==> config.mk <==
export PLATFORM = sky130hd
export DESIGN_NAME = dtype_arith_unit
export DESIGN_NICKNAME = d
export VERILOG_FILES = /design/src/rtl/dtau_pkg.sv /design/src/rtl/dtau_cmp_cell.sv /design/src/rtl/dtau_cmp.sv /design/src/rtl/dtau_cla_group.sv /design/src/rtl/dtau_addsub.sv /design/src/rtl/dtype_arith_unit.sv
export SDC_FILE = /design/constraint.sdc
export NUM_CORES = 1
export LEC_CHECK = 0
export ABC_AREA = 1
export BUFFER_PORTS_ARGS = -buffer_cell sky130_fd_sc_hd__buf_2
export CELL_PAD_IN_SITES_DETAIL_PLACEMENT = 1
export CELL_PAD_IN_SITES_GLOBAL_PLACEMENT = 1
export CORE_MARGIN = 8
export CORE_UTILIZATION = 33
export CTS_CLUSTER_DIAMETER = 100
export CTS_CLUSTER_SIZE = 25
export DETAILED_ROUTE_END_ITERATION = 16
export GPL_TIMING_DRIVEN = 0
export HOLD_SLACK_MARGIN = 0.12
export PLACE_DENSITY = 0.76
export SLEW_MARGIN = 20
export SYNTH_ARGS = -nofsm -noshare
export SYNTH_HDL_FRONTEND = slang
export SYNTH_SLANG_ARGS = --single-unit
==> constraint.sdc <==
create_clock -name clk -period 2.35 [get_ports clk]
set_clock_uncertainty 0.1 [all_clocks]
set_input_delay 0.1175 -clock clk [delete_from_list [all_inputs] [get_ports clk]]
set_output_delay 0.1175 -clock clk [all_outputs]
set_load 0.005 [all_outputs]
==> src/rtl/dtau_pkg.sv <==
package dtau_pkg;

  typedef enum logic {
    ADD_RIPPLE    = 1'b0,
    ADD_LOOKAHEAD = 1'b1
  } add_arch_e;

  typedef enum logic {
    CMP_RIPPLE = 1'b0,
    CMP_GROUP  = 1'b1
  } cmp_arch_e;

  typedef struct packed {
    logic gt;
    logic eq;
    logic lt;
  } cmp_flags_t;

  localparam int unsigned GROUP_W = 4;

endpackage

==> src/rtl/dtau_cmp_cell.sv <==
// Small magnitude compare cell: flat equality-prefix equations.
module dtau_cmp_cell #(
  parameter int unsigned GW = 4
) (
  input  logic [GW-1:0] a,
  input  logic [GW-1:0] b,
  output logic          gt,
  output logic          lt
);
  logic [GW-1:0] same;
  assign same = ~(a ^ b);

  always_comb begin
    gt = 1'b0;
    lt = 1'b0;
    for (int k = 0; k < GW; k++) begin
      logic upper_same;
      upper_same = 1'b1;
      for (int j = k + 1; j < GW; j++) begin
        upper_same = upper_same & same[j];
      end
      gt = gt | (upper_same & a[k] & ~b[k]);
      lt = lt | (upper_same & ~a[k] & b[k]);
    end
  end
endmodule

==> src/rtl/dtau_cmp.sv <==
// Magnitude comparator shared by both data types.
module dtau_cmp
  import dtau_pkg::*;
#(
  parameter int unsigned W    = 10,
  parameter cmp_arch_e   ARCH = CMP_GROUP
) (
  input  logic         is_signed,
  input  logic [W-1:0] a,
  input  logic [W-1:0] b,
  output cmp_flags_t   flags
);
  localparam logic [W-1:0] SIGN_MASK = {1'b1, {(W-1){1'b0}}};
  localparam int unsigned  NG        = (W + GROUP_W - 1) / GROUP_W;

  logic [W-1:0] xa, xb;
  logic         is_gt, is_lt;

  // Flipping both sign bits maps signed order onto unsigned order.
  assign xa = a ^ (is_signed ? SIGN_MASK : '0);
  assign xb = b ^ (is_signed ? SIGN_MASK : '0);

  generate
    if (ARCH == CMP_RIPPLE) begin : g_ripple
      logic [W:0] gch, lch;
      assign gch[W] = 1'b0;
      assign lch[W] = 1'b0;
      for (genvar i = W - 1; i >= 0; i--) begin : g_bit
        assign gch[i] = gch[i+1] | (~lch[i+1] & xa[i] & ~xb[i]);
        assign lch[i] = lch[i+1] | (~gch[i+1] & ~xa[i] & xb[i]);
      end
      assign is_gt = gch[0];
      assign is_lt = lch[0];
    end else begin : g_group
      logic [NG-1:0] grp_gt, grp_lt;
      for (genvar gi = 0; gi < NG; gi++) begin : g_cell
        localparam int unsigned LO  = gi * GROUP_W;
        localparam int unsigned GWI = ((W - LO) < GROUP_W) ? (W - LO) : GROUP_W;
        dtau_cmp_cell #(.GW(GWI)) u_cell (
          .a  (xa[LO +: GWI]),
          .b  (xb[LO +: GWI]),
          .gt (grp_gt[gi]),
          .lt (grp_lt[gi])
        );
      end
      always_comb begin
        is_gt = 1'b0;
        is_lt = 1'b0;
        for (int g = NG - 1; g >= 0; g--) begin
          if (!is_gt && !is_lt) begin
            is_gt = grp_gt[g];
            is_lt = grp_lt[g];
          end
        end
      end
    end
  endgenerate

  assign flags.gt = is_gt;
  assign flags.lt = is_lt;
  assign flags.eq = ~is_gt & ~is_lt;
endmodule

==> src/rtl/dtau_cla_group.sv <==
// Lookahead carries for one group; all carries depend directly on ci.
module dtau_cla_group #(
  parameter int unsigned GW = 4
) (
  input  logic [GW-1:0] p,
  input  logic [GW-1:0] g,
  input  logic          ci,
  output logic [GW:1]   c
);
  always_comb begin
    for (int k = 1; k <= GW; k++) begin
      logic acc;
      logic prop;
      prop = 1'b1;
      for (int j = 0; j < k; j++) prop = prop & p[j];
      acc = prop & ci;
      for (int j = 0; j < k; j++) begin
        logic run;
        run = g[j];
        for (int m = j + 1; m < k; m++) run = run & p[m];
        acc = acc | run;
      end
      c[k] = acc;
    end
  end
endmodule

==> src/rtl/dtau_addsub.sv <==
// Adder/subtractor: A + (B xor sub) + sub.
module dtau_addsub
  import dtau_pkg::*;
#(
  parameter int unsigned W    = 10,
  parameter add_arch_e   ARCH = ADD_LOOKAHEAD
) (
  input  logic         op_sub,
  input  logic [W-1:0] a,
  input  logic [W-1:0] b,
  output logic [W-1:0] sum,
  output logic         cout,
  output logic         ovf_raw
);
  localparam int unsigned NG = (W + GROUP_W - 1) / GROUP_W;

  logic [W-1:0] bx, pr, gn;
  logic [W:0]   c;

  assign bx   = b ^ {W{op_sub}};
  assign pr   = a ^ bx;
  assign gn   = a & bx;
  assign c[0] = op_sub;

  generate
    if (ARCH == ADD_RIPPLE) begin : g_ripple
      for (genvar i = 0; i < W; i++) begin : g_fa
        assign c[i+1] = gn[i] | (pr[i] & c[i]);
      end
    end else begin : g_cla
      for (genvar gi = 0; gi < NG; gi++) begin : g_grp
        localparam int unsigned LO  = gi * GROUP_W;
        localparam int unsigned GWI = ((W - LO) < GROUP_W) ? (W - LO) : GROUP_W;
        dtau_cla_group #(.GW(GWI)) u_grp (
          .p  (pr[LO +: GWI]),
          .g  (gn[LO +: GWI]),
          .ci (c[LO]),
          .c  (c[LO+GWI:LO+1])
        );
      end
    end
  endgenerate

  assign sum     = pr ^ c[W-1:0];
  assign cout    = c[W];
  assign ovf_raw = (a[W-1] == bx[W-1]) & (sum[W-1] != a[W-1]);
endmodule

==> src/rtl/dtype_arith_unit.sv <==
module dtype_arith_unit
  import dtau_pkg::*;
#(
  parameter int unsigned W        = 10,
  parameter add_arch_e   ADD_ARCH = ADD_LOOKAHEAD,
  parameter cmp_arch_e   CMP_ARCH = CMP_GROUP
) (
  input  logic         clk,
  input  logic         rst,
  input  logic         is_signed,
  input  logic         op_sub,
  input  logic [W-1:0] opa,
  input  logic [W-1:0] opb,
  output logic [W-1:0] res,
  output logic         cb,
  output logic         ovf,
  output logic         gt,
  output logic         eq,
  output logic         lt
);
  logic [W-1:0] sum_c;
  logic         cout_c, ovf_c;
  cmp_flags_t   cmp_c;

  dtau_addsub #(.W(W), .ARCH(ADD_ARCH)) u_addsub (
    .op_sub  (op_sub),
    .a       (opa),
    .b       (opb),
    .sum     (sum_c),
    .cout    (cout_c),
    .ovf_raw (ovf_c)
  );

  dtau_cmp #(.W(W), .ARCH(CMP_ARCH)) u_cmp (
    .is_signed (is_signed),
    .a         (opa),
    .b         (opb),
    .flags     (cmp_c)
  );

  always_ff @(posedge clk) begin
    if (rst) begin
      res <= '0;
      cb  <= 1'b0;
      ovf <= 1'b0;
      gt  <= 1'b0;
      eq  <= 1'b1;
      lt  <= 1'b0;
    end else begin
      res <= sum_c;
      cb  <= ~is_signed & (cout_c ^ op_sub);
      ovf <= is_signed & ovf_c;
      gt  <= cmp_c.gt;
      eq  <= cmp_c.eq;
      lt  <= cmp_c.lt;
    end
  end

  AST_ONE_FLAG: assert property (@(posedge clk) disable iff (rst)
    $countones({gt, eq, lt}) == 1);
  AST_EQ_PATTERN: assert property (@(posedge clk) disable iff (rst)
    (opa == opb) |=> eq);
  AST_SUM_VALUE: assert property (@(posedge clk) disable iff (rst)
    1'b1 |=> res == ($past(op_sub) ? W'($past(opa) - $past(opb))
                                   : W'($past(opa) + $past(opb))));
  AST_BORROW: assert property (@(posedge clk) disable iff (rst)
    (!is_signed && op_sub) |=> cb == ($past(opa) < $past(opb)));
  AST_NO_CB_SIGNED: assert property (@(posedge clk) disable iff (rst)
    is_signed |=> !cb);
  AST_NO_OVERFLOW: assert property (@(posedge clk) disable iff (rst)
    !is_signed |=> !ovf);
  AST_UNSIGNED_ORDER: assert property (@(posedge clk) disable iff (rst)
    (!is_signed && opa > opb) |=> gt);
  AST_SIGNED_ORDER: assert property (@(posedge clk) disable iff (rst)
    (is_signed && ($signed(opa) < $signed(opb))) |=> lt);
endmodule

==> results of run 1 <==
cells by family after synthesis:
logic type               Yosys count
AO/OA/AOI/OAI                     23
XOR/XNOR                          15
adder cells (fa/ha/maj)           18
buffers and inverters             42
flip-flops                        15
AND/OR/NAND/NOR                   70
worst paths after layout:
| path | startpoint | end | cells past startpoint |
|---|---|---|---|
| setup / recovery | op_sub | ovf$_SDFF_PP0_ | 14 |
| hold / removal | opa[9] | ovf$_SDFF_PP0_ | 3 |
critical path: stages:
cell and delay [ps]:
buf_6 120, buf_4 190, xor2_1 170, ha_1 350, nand3_1 120, nand4_2 150
nand2_2 80, nand2_4 70, nand2_2 50, nand2_2 70, inv_1 50, fa_1 410
xor2_1 180, nor3_1 140
sequential cells by signal (all words and copies together), names as in the netlist:
name and cells:
res 10, lt 1, gt 1, cb 1, ovf 1, eq 1
stage by stage:
step,hold slack (ps),setup TNS [ps],cells
2_1_floorplan,151,0,183
3_3_place_gp,318,-273,269
3_5_place_dp,322,-326,269
4_1_cts,125,0,275
5_1_grt,137,-3.48,276
6_report,127,0,276
layout make-up:
type / instances / area, um2
fill: 525 / 2300
buffer: 3 / 22.5
tap: 50 / 62.6
clock buffer: 4 / 45.0
multi-input combinational: 126 / 890
timing repair buffer: 39 / 208
sequential: 15 / 300
inverter: 39 / 146
synthesized netlist by cell type, types with 2 or more instances:
library cell  count  area, um2
nand4_2           2       25.0
a21oi_2           3       26.3
xnor2_1           4       35.0
ha_1             16        200
inv_1            38        143
dfxtp_1          15        300
nor2_1           14       52.6
nand2_2           8       50.1
nand4_1           2       12.5
xor2_1           11       96.3
o21ai_0           6       30.0
a21oi_1           6       30.0
a31oi_1           2       12.5
nand3_1           7       35.0
fa_1              2       40.0
nor3_1            7       35.0
nor2_2            3       18.8
nand3_2           3       30.0
nand2_1          20       75.1
report_power, final:
part           total, mW  leakage [nW]  switching, mW  internal, mW
Sequential         0.301         0.125        0.00884         0.292
Combinational      0.366         0.775          0.208         0.158
Clock              0.207        0.0228         0.0871         0.120
Total              0.874         0.923          0.304         0.570
metal layers:
| metal | routed length (um) | vias up | GRT usage, % |
|---|---|---|---|
| li1 | - | 662 | - |
| met4 | 11 | 0 | 1.64 |
| met3 | 254 | 2 | 4.35 |
| met2 | 1690 | 25 | 18.8 |
| met5 | 0 | - | 0 |
| met1 | 1400 | 593 | 11.1 |
what timing repair did:
item / 4_1_cts / 5_1_grt
buffers inserted: 0 / 1
resized for setup: 0 / 2
hold endpoints to repair: 3 / 0
endpoints found under the setup margin: 0 / 2
hold buffers: 2 / 0
layout by cell type, fill, tap and decap left out, types with 2 or more instances in the layout:
cell / n
buf_2: 36
nand2_2: 8
nor3_1: 7
a31oi_1: 2
xor2_1: 11
o21ai_0: 6
fa_1: 2
a21oi_1: 6
ha_1: 16
nand3_1: 7
nor2_2: 3
nor2_1: 14
nand3_2: 3
dfxtp_1: 15
clkbuf_8: 3
dlygate4sd3_1: 2
a21oi_2: 3
inv_1: 38
nand2_1: 20
xnor2_1: 4
nand4_2: 2
clkbuf_1: 2
nand4_1: 2
buf_4: 2
==> reports/metrics.csv, run 1 <==
metric,value,unit
status,completed,
hold_violations,0,
p_leak,0.923,nW
synth_mux_area_share,0,%
ioPinCount,39,
cts_tree,yes,
synth_top_family_by_area,simple AND/OR/NAND/NOR gates,
placed_area,1600,um2
overflow,0,
yosys_warnings,0,
drcViolationCount,0,
worstHoldPathType,in -> reg,
setup_viol,0,
critPathMaxFanout,10,
max-slew-margin-rel,66.3,%
grt_pass1_vias,1297,
fin_nets,269,
synth_flop_cell,dfxtp_1,
synth_compound_area_share,11.0,%
clk_pin_slew,60,ps
synth_fp_nets,225,
fin_area,1670,um2
worstMarginPinSlew,505,ps
layout-drive-gt1-share,29.6,%
dp_hpwl,2920,um
path_class,in -> reg,
period_needed,2210,ps
worstSetupStartpointType,input port,
dr.pass1.iters,2,
synth_cells,183,
port_buffers,36,
avgSynthCellArea,7.41,um2
core_area,3970,um2
drv_slew,0,
gp_congestion,0.767,
cts_sinks,15,
max_freq,453,MHz
cp.arrival,2270,ps
die_x,80.1,um
die_h,80.1,um
via_per_inst,4.64,
grt_max_degree,11,
wl_per_cell,12.1,um
cts_buffers,3,
ys_seq_elements,15,
grt_pass1_wl,5440,um
post-route-util,42.2,%
syn_area,1360,um2
htree_levels,1,
synth-edff-count,0,
vias,1282,
period_share,93.9,%
powerDensity,522,nW/um2
pre_cts_slack,-159,ps
synth-seq-area-share,22.1,%
maxCapViolations,0,
synthAdderAreaFrac,17.7,%
drt-total-wl,3350,um
required,2420,ps
ir_worst_vdd,0.310,mV
area_delta_synth_final,23.4,%
grt_use_total,10.4,%
dieArea,6420,um2
fin_total_pwr,0.874,mW
cp-end-kind,register,
root_buffer,clkbuf_8,
fin_ws,144,ps
rows,23,
antenna_found_initial,0,
drt_iter0_drc,22,
synth_xor_area_share,9.69,%
cts.path.max_buffers,2,
initial_core_util,34.2,%
antenna_cells,0,
ys_async_sr_fraction,0,%
ys_types,33,
synth-simple-area-share,27.2,%
ant_nets,0,
No activity file was read; power rests on OpenSTA's default activity.
==> run 2: changes to the inputs <==
--- a/config.mk
+++ b/config.mk
@@ -9,7 +9,6 @@
 export BUFFER_PORTS_ARGS = -buffer_cell sky130_fd_sc_hd__buf_2
 export CELL_PAD_IN_SITES_DETAIL_PLACEMENT = 1
 export CELL_PAD_IN_SITES_GLOBAL_PLACEMENT = 1
-export CORE_MARGIN = 8
 export CORE_UTILIZATION = 33
 export CTS_CLUSTER_DIAMETER = 100
 export CTS_CLUSTER_SIZE = 25
==> reports/metrics.csv, run 2 (synthesis results as in run 1) <==
metric,value,unit,change
status,completed,,
port_buffers,36,,unchanged
cp.arrival,2290,ps,+20 ps
dp_cells,267,,-0.74%
rows,22,,-4.3%
core_area,3800,um2,-4.3%
powerDensity,531,nW/um2,+1.7%
dieArea,4370,um2,-32%
fin_nets,269,,unchanged
instances_no_fill,274,,-0.72%
p_comb_share,41.4,%,-0.5 points
gp_congestion,0.781,,+1.8%
cts_sinks,15,,unchanged
layout-drive-gt1-share,30.5,%,+0.88 points
via_per_inst,4.70,,+1.2%
grt_pass1_wl,5220,um,-3.9%
worstMarginPinSlew,550,ps,+45.6 ps
drv_slew,0,,unchanged
die_h,66.1,um,-17%
setup_viol,0,,unchanged
switching_share,36.1,%,+1.3 points
dr.pass1.iters,4,,+2
max-slew-margin-rel,63.3,%,-3.0 points
cp-end-kind,register,,
holdWs,115,ps,-11.9 ps
layout_commonest_cell,inv_1,,
fin_area,1680,um2,about the same
htree_levels,1,,unchanged
hold_violations,0,,unchanged
grt_use_total,15.7,%,+5.3 points
final_cell_mix,"38 x inv_1, 36 x buf_2, 20 x nand2_1",,
clockPowerShare,24.9,%,+1.2 points
worstHoldPathType,in -> reg,,
antenna_cells,0,,unchanged
period_needed,2210,ps,+8.02 ps
die_x,66.1,um,-17%
final.fill_count,511,,-2.7%
wl_per_cell,11.6,um,-4.3%
ioPinCount,39,,unchanged
maxCapViolations,0,,unchanged
placed_area,1600,um2,-0.16%
grt_max_degree,11,,unchanged
root_buffer,clkbuf_8,,
drcViolationCount,0,,unchanged
power_switching,0.321,mW,+5.5%
p_leak,0.925,nW,+0.22%
cts.path.max_buffers,2,,unchanged
dp_hpwl,2660,um,-8.8%
period_share,94.2,%,+0.34 points
largest_register_ffs,10,,unchanged
grt_pass1_vias,1228,,-5.3%
cts_tree,yes,,
post-route-util,44.1,%,+1.9 points
max_freq,452,MHz,-0.36%
antenna_found_initial,0,,unchanged
regMostFlops,res,,
power_frac_seq,33.7,%,-0.7 points
pre_cts_slack,-219,ps,-59.9 ps
drt-total-wl,3180,um,-5.0%
overflow,0,,unchanged
rsz0062_at_grt,false,,
area_delta_synth_final,23.5,%,about the same
required,2430,ps,about the same
cts_buffers,3,,unchanged
drt_iter0_drc,10,,-55%
ant_nets,0,,unchanged
critPathMaxFanout,4,,-6
fin_ws,136,ps,-8.02 ps
vias,1288,,+0.47%
path_class,in -> reg,,
clk_pin_slew,70,ps,about the same
worstSetupStartpointType,input port,,
initial_core_util,35.7,%,+1.6 points
ir_worst_vdd,0.170,mV,-45%
p_int,0.569,mW,-0.21%
==> run 2: power groups by stage <==
stage                     combinational, mW  clock (mW)  sequential (mW)
after floorplan                       0.237           0            0.312
after CTS                             0.369       0.228            0.301
after detailed placement              0.364           0            0.306
after global placement                0.349           0            0.306
final                                 0.369       0.221            0.300
after global routing                  0.420       0.236            0.303
==> run 2: layout make-up <==
cell class | count | area [um2] | share of cell area (%)
sequential | 15 | 300 | 17.9
buffer | 3 | 22.5 | 1.34
clock buffer | 3 | 41.3 | 2.46
clock inverter | 1 | 5.00 | 0.299
timing repair buffer | 39 | 208 | 12.4
tap | 48 | 60.1 | 3.58
multi-input combinational | 126 | 892 | 53.2
inverter | 39 | 146 | 8.74
==> run 2: path summary, 6_finish.rpt <==
kind	depth (start not counted)	endpoint	slack, ps	startpoint
worst min-delay path	3	ovf$_SDFF_PP0_	120	opa[9]
worst max-delay path	11	lt$_SDFF_PP0_	140	is_signed
==> run 2: metrics by stage <==
step	power, mW	TNS [ps]
after floorplan	0.550	0
after global placement	0.655	-301
after detailed placement	0.670	-483
after CTS	0.897	0
after global routing	0.959	0
final	0.890	0
==> run 2: repair_timing <==
| action | in CTS | in global routing |
|---|---|---|
| resized for setup | 0 | 3 |
| hold buffers | 2 | 0 |
| buffers inserted | 0 | 1 |
| endpoints found under the hold margin | 3 | 0 |
| setup endpoints to repair | 0 | 2 |
==> run 2: worst max-delay path: stages <==
cell and delay [ps]:
dlygate4sd3_1 530, buf_2 150, xnor2_1 240, inv_1 80, ha_1 300, inv_1 50, o31ai_2 280, inv_1 70
a21boi_1 240, nand3b_1 110, a21oi_1 140
==> run 2: routing by layer <==
| metal | share of wire [%] | GRT usage, % | up-vias | routed length (um) |
|---|---|---|---|---|
| met5 | 0 | 0 | - | 0 |
| met4 | 1.1 | 4.79 | 0 | 34 |
| met3 | 3.2 | 2.59 | 5 | 103 |
| met2 | 52 | 28.7 | 25 | 1650 |
| met1 | 44 | 18.5 | 595 | 1400 |
| li1 | - | - | 663 | - |
